--- config.mk ---
export PLATFORM = sky130hd
export DESIGN_NAME = xlat_cache
export DESIGN_NICKNAME = d
export VERILOG_FILES = /design/src/rtl/xlat_pkg.sv /design/src/rtl/xlat_pick.sv /design/src/rtl/xlat_set.sv /design/src/rtl/xlat_cache.sv
export SDC_FILE = /design/constraint.sdc
export NUM_CORES = 1
export LEC_CHECK = 0
export ABC_CLOCK_PERIOD_IN_PS = 4400
export BUFFER_PORTS_ARGS = -buffer_cell sky130_fd_sc_hd__buf_4
export CAP_MARGIN = 20
export CORE_ASPECT_RATIO = 1.25
export CORE_MARGIN = 2
export CORE_UTILIZATION = 55
export CTS_BUF_LIST = sky130_fd_sc_hd__clkbuf_4
export CTS_CLUSTER_SIZE = 16
export DETAILED_ROUTE_END_ITERATION = 10
export GPL_ROUTABILITY_DRIVEN = 0
export GPL_TIMING_DRIVEN = 0
export HOLD_SLACK_MARGIN = 0.12
export PLACE_DENSITY = 0.79
export SLEW_MARGIN = 20
export SYNTH_ARGS = -nofsm -noshare
export SYNTH_HDL_FRONTEND = slang
export SYNTH_SLANG_ARGS = --single-unit
--- constraint.sdc ---
create_clock -name clk -period 4.4 [get_ports clk]
set_clock_uncertainty 0.15 [all_clocks]
set_input_delay 0.22 -clock clk [delete_from_list [all_inputs] [get_ports clk]]
set_output_delay 0.22 -clock clk [all_outputs]
set_load 0.05 [all_outputs]
--- src/rtl/xlat_pkg.sv ---
// Shared geometry defaults for the page translation cache.
// Assumes power-of-two way and set counts.
package xlat_pkg;
    localparam int XL_VPN_W  = 8;
    localparam int XL_PPN_W  = 6;
    localparam int XL_PERM_W = 3;
    localparam int XL_WAYS   = 4;
    localparam int XL_SETS   = 4;
endpackage

--- src/rtl/xlat_pick.sv ---
// Chooses the way a fill writes within one set.
// Priority: a valid way with the same tag, then the lowest invalid way,
// then the round-robin pointer. evict is high only in the last case.
// Assumes at most one bit of match is set.
module xlat_pick #(
    parameter int WAYS  = 4,
    parameter int IDX_W = $clog2(WAYS)
) (
    input  logic [WAYS-1:0]  valid,
    input  logic [WAYS-1:0]  match,
    input  logic [IDX_W-1:0] rr,
    output logic [IDX_W-1:0] way,
    output logic             evict
);
    logic found;

    // Pick the target way by the priority above.
    always_comb begin
        way   = rr;
        evict = 1'b1;
        found = 1'b0;
        for (int i = 0; i < WAYS; i++) begin
            if (!found && match[i]) begin
                way   = IDX_W'(i);
                evict = 1'b0;
                found = 1'b1;
            end
        end
        for (int i = 0; i < WAYS; i++) begin
            if (!found && !valid[i]) begin
                way   = IDX_W'(i);
                evict = 1'b0;
                found = 1'b1;
            end
        end
    end
endmodule

--- src/rtl/xlat_set.sv ---
// One set of the translation cache: WAYS entries, each holding a valid bit,
// a tag, a PPN and permission bits. Read is combinational. Writes happen
// at the clock edge. Assumes the parent never raises wr_en and flush together.
module xlat_set #(
    parameter int WAYS   = 4,
    parameter int TAG_W  = 6,
    parameter int PPN_W  = 6,
    parameter int PERM_W = 3
) (
    input  logic              clk,
    input  logic              rst_n,
    input  logic              flush,
    input  logic              wr_en,
    input  logic [TAG_W-1:0]  wr_tag,
    input  logic [PPN_W-1:0]  wr_ppn,
    input  logic [PERM_W-1:0] wr_perm,
    input  logic [TAG_W-1:0]  rd_tag,
    output logic              rd_hit,
    output logic [PPN_W-1:0]  rd_ppn,
    output logic [PERM_W-1:0] rd_perm
);
    localparam int IDX_W = $clog2(WAYS);

    logic [WAYS-1:0]   vld;
    logic [TAG_W-1:0]  tags  [WAYS];
    logic [PPN_W-1:0]  ppns  [WAYS];
    logic [PERM_W-1:0] perms [WAYS];
    logic [WAYS-1:0]   rd_match;
    logic [WAYS-1:0]   wr_match;
    logic [IDX_W-1:0]  rr_ptr;
    logic [IDX_W-1:0]  tgt_way;
    logic              tgt_evict;

    // Compare the read and write tags against every way.
    for (genvar w = 0; w < WAYS; w++) begin : g_cmp
        assign rd_match[w] = vld[w] && (tags[w] == rd_tag);
        assign wr_match[w] = vld[w] && (tags[w] == wr_tag);
    end

    // Merge the matching way onto the read outputs (all zero on a miss).
    always_comb begin
        rd_hit  = |rd_match;
        rd_ppn  = '0;
        rd_perm = '0;
        for (int i = 0; i < WAYS; i++) begin
            if (rd_match[i]) begin
                rd_ppn  = rd_ppn  | ppns[i];
                rd_perm = rd_perm | perms[i];
            end
        end
    end

    xlat_pick #(.WAYS(WAYS), .IDX_W(IDX_W)) u_pick (
        .valid (vld),
        .match (wr_match),
        .rr    (rr_ptr),
        .way   (tgt_way),
        .evict (tgt_evict)
    );

    // Advance the replacement pointer only when a valid way is evicted.
    always_ff @(posedge clk) begin
        if (!rst_n)
            rr_ptr <= '0;
        else if (wr_en && tgt_evict)
            rr_ptr <= rr_ptr + 1'b1;
    end

    // Maintain the valid bits: clear all on flush, set the written way.
    always_ff @(posedge clk) begin
        if (!rst_n || flush)
            vld <= '0;
        else if (wr_en)
            vld[tgt_way] <= 1'b1;
    end

    // Store the tag and the entry contents of the written way.
    always_ff @(posedge clk) begin
        if (wr_en) begin
            tags[tgt_way]  <= wr_tag;
            ppns[tgt_way]  <= wr_ppn;
            perms[tgt_way] <= wr_perm;
        end
    end
endmodule

--- src/rtl/xlat_cache.sv ---
// Set-associative page translation cache (top level).
// The low VPN bits pick the set and the rest form the tag. A lookup is
// resolved combinationally and answered through registers one cycle later.
// A fill in the same cycle as a lookup is not visible to that lookup.
// Flush overrides a fill in the same cycle.
module xlat_cache #(
    parameter int VPN_W  = xlat_pkg::XL_VPN_W,
    parameter int PPN_W  = xlat_pkg::XL_PPN_W,
    parameter int PERM_W = xlat_pkg::XL_PERM_W,
    parameter int WAYS   = xlat_pkg::XL_WAYS,
    parameter int SETS   = xlat_pkg::XL_SETS
) (
    input  logic              clk,
    input  logic              rst_n,
    input  logic              lk_req,
    input  logic [VPN_W-1:0]  lk_vpn,
    input  logic              fill_en,
    input  logic [VPN_W-1:0]  fill_vpn,
    input  logic [PPN_W-1:0]  fill_ppn,
    input  logic [PERM_W-1:0] fill_perm,
    input  logic              flush_all,
    output logic              rsp_valid,
    output logic              rsp_hit,
    output logic [PPN_W-1:0]  rsp_ppn,
    output logic [PERM_W-1:0] rsp_perm
);
    localparam int SET_W = $clog2(SETS);
    localparam int TAG_W = VPN_W - SET_W;

    logic [SET_W-1:0]  lk_set;
    logic [SET_W-1:0]  fill_set;
    logic              fill_go;
    logic              set_hit  [SETS];
    logic [PPN_W-1:0]  set_ppn  [SETS];
    logic [PERM_W-1:0] set_perm [SETS];

    assign lk_set   = lk_vpn[SET_W-1:0];
    assign fill_set = fill_vpn[SET_W-1:0];
    assign fill_go  = fill_en && !flush_all;

    // One storage set per index value.
    for (genvar s = 0; s < SETS; s++) begin : g_set
        xlat_set #(
            .WAYS(WAYS), .TAG_W(TAG_W), .PPN_W(PPN_W), .PERM_W(PERM_W)
        ) u_set (
            .clk     (clk),
            .rst_n   (rst_n),
            .flush   (flush_all),
            .wr_en   (fill_go && (fill_set == SET_W'(s))),
            .wr_tag  (fill_vpn[VPN_W-1:SET_W]),
            .wr_ppn  (fill_ppn),
            .wr_perm (fill_perm),
            .rd_tag  (lk_vpn[VPN_W-1:SET_W]),
            .rd_hit  (set_hit[s]),
            .rd_ppn  (set_ppn[s]),
            .rd_perm (set_perm[s])
        );
    end

    // Register the selected set's result as the response.
    always_ff @(posedge clk) begin
        if (!rst_n) begin
            rsp_valid <= 1'b0;
            rsp_hit   <= 1'b0;
            rsp_ppn   <= '0;
            rsp_perm  <= '0;
        end else begin
            rsp_valid <= lk_req;
            rsp_hit   <= lk_req && set_hit[lk_set];
            rsp_ppn   <= (lk_req && set_hit[lk_set]) ? set_ppn[lk_set]  : '0;
            rsp_perm  <= (lk_req && set_hit[lk_set]) ? set_perm[lk_set] : '0;
        end
    end
endmodule

==> results_dict.tcl <==
set metrics [dict create \
    status "finished clean" \
    htreeDepth 3 \
    track_usage_pct 26.00 \
    layout_setup_ws_ps 738.4 \
    final_nets 1157 \
    viasPerCell 6.042 \
    grt-ovfl-total 0 \
    antenna_left 0 \
    cts_setup_buffers 0 \
    avgRoutedWirePerCell_um 21.59 \
    end_kind "register" \
    p_per_area_nw_per_um2 352.7 \
    drc_errors 0 \
    synth_edf_count 240 \
    drt-total-wl_um 31550 \
    die_h_um 175.3 \
    grt-busiest-layer "met2" \
    fin_crit_ps 3662 \
    port_buffers 34 \
    clock_path_buffers 3 \
    cts_buffers 67 \
    clk_latency_ps 680 \
    gr-usage-met3_pct 5.234 \
    gr-usage-met2_pct 42.93 \
    num_vias 8827 \
    yosysSeqAreaShare_pct 61.23 \
    final_common_cell "edfxtp_1" \
    ir_drop_uv 313.2 \
    p_leak_nw 5.105 \
    synth_cells 982 \
    firstDrtPassIters 5 \
    layout_common_cells "edfxtp_1, xor2_1, clkbuf_4" \
    place_ws_ps 574.5 \
    placedCellCount 1316 \
    dp_hpwl_um 21670 \
    crit_fanout 17 \
    grt_max_degree 18 \
    worst_ep_arrival_time_ps 3850 \
    fill_cells 1715 \
    fin_hold_ws_ps 280.7 \
    fp.dieArea_um2 24730 \
    start_util_pct 56.05 \
    boundaryPins 41 \
    syn_avg_cell_area_um2 13.15 \
    antenna_found_initial 1 \
    cap_violations 0 \
    post-route-util_pct 64.18 \
    synth_area_leaders "edfxtp_1, xor2_1, xnor2_1, dfxtp_1, nand3_1" \
    rsz0062_at_grt "false" \
    hold_viol 0 \
    synth.largest_area_cell "edfxtp_1" \
    synthFlopType "edfxtp_1" \
    root_buffer "clkbuf_4" \
    max-slew-margin-rel_pct 23.20 \
    cp_data_required_time_ps 4580 \
    setup_viol 0 \
    grt.met1_usage_pct 32.26 \
    period_share_pct 83.22 \
    tns_ps 0 \
    worstHoldPathType "in -> reg" \
    syn_area_um2 12910 \
    async_flop_share_pct 0 \
    grt_pass1_wl_um 48340 \
    path_class "in -> reg" \
    ys_seq_elements 275 \
    synth.distinct_cells 67 \
    fmax_mhz 273.1 \
    syn2layout_area_growth_pct 14.50 \
    drt_iter0_drc 707 \
    cts_tree "done" \
    yosysWarnings 0 \
    drive_gt1_share_pct 17.83 \
    maxSlewViolCount 0 \
    worst_pin_slew_ps 1141 \
    num_rows 62 \
    core_area_um2 23040 \
    cp-start-kind "primary input" \
    synth_nets 1012 \
    clk_pin_slew_ps 60 \
    dieWidth_um 141.1 \
    final_cells 1461 \
    synth_top_area_share_pct 55.81 \
    clkSinkCount 275 \
    grt_pass1_vias 8891 \
]
kinds of logic (layout without fill, tap and decap cells):
group	after synthesis	count (layout)	share of synthesized area, %
compound gates	131	131	7.839
xor+xnor	193	193	13.21
buf+inv	65	255	3.333
flops	275	275	61.23
mux	7	7	0.9302
other cells	0	1	0
simple gates	311	311	13.46
stage by stage:
step,total power [W],cell area (um2)
after floorplan,0.003086,12910
after global placement,0.003199,13530
after detailed placement,0.003208,13660
after CTS,0.005248,14770
after global routing,0.005389,14790
final,0.005215,14790
layout make-up:
| cell class | instances | area [um2] | area share (%) |
|---|---|---|---|
| Clock buffer | 94 | 705.7 | 4.772 |
| Multi-Input combinational cell | 642 | 4638 | 31.37 |
| Sequential cell | 275 | 7908 | 53.48 |
| Antenna cell | 1 | 2.502 | 0.01692 |
| Clock inverter | 20 | 107.6 | 0.7277 |
| Tap cell | 288 | 360.3 | 2.437 |
| Buffer | 39 | 332.8 | 2.251 |
| Timing Repair Buffer | 76 | 634.4 | 4.290 |
| Inverter | 26 | 97.59 | 0.6600 |
per-layer routing:
metal,up-vias,routed length [um]
li1,4042,-
met1,4241,12190
met2,436,15230
met3,108,2549
met4,0,1576
met5,-,0
state kept, by name (all words and copies together), names as in the netlist:
signal              flops
g_set.u_set.ppns       96
rsp_valid               1
rsp_perm                3
g_set.u_set.rr_ptr      8
g_set.u_set.perms      48
g_set.u_set.tags       96
rsp_hit                 1
g_set.u_set.vld        16
rsp_ppn                 6
power breakdown:
group	total (W)	switching, W	internal, W
combinational	0.000323	0.000204	0.000119
sequential	0.00285	0.00000608	0.00284
clock	0.00204	0.000996	0.00105
total	0.00522	0.00121	0.00401
critical path, cell delays in order:
cell and delay, ps:
dlygate4sd3_1 540, buf_4 290, buf_6 210, xnor2_1 120
nand4_1 120, nor4_1 770, a21oi_1 200, a2111oi_2 800
buf_2 320, buf_2 230
cells in the mapped netlist (13+ instances only):
cell / number
edfxtp_1: 240
xor2_1: 102
xnor2_1: 89
nand2_1: 59
nand3_1: 46
dfxtp_1: 35
and3_1: 33
nor2_1: 30
inv_1: 24
nor3_1: 24
nand4_1: 23
nor4_1: 23
a22o_1: 21
buf_6: 19
a21oi_1: 14
and2_1: 13
final timing paths:
kind / from / end / slack (ps) / depth (start not counted)
max: fill_vpn[2] / g_set[3].u_set.perms[1][2] / 740 / 10
min reg2reg: g_set[3].u_set.rr_ptr[1] / g_set[3].u_set.rr_ptr[1] / 320 / 2
min: fill_perm[2] / g_set[2].u_set.perms[2][2] / 280 / 2
max reg2reg: g_set[3].u_set.vld[1] / g_set[3].u_set.perms[1][2] / 750 / 7
timing repair:
action,4_1_cts,5_1_grt
hold buffers,30,0
resized for setup,0,0
endpoints found under the hold margin,293,0
Note: power is estimated with default switching activity, not from simulation.
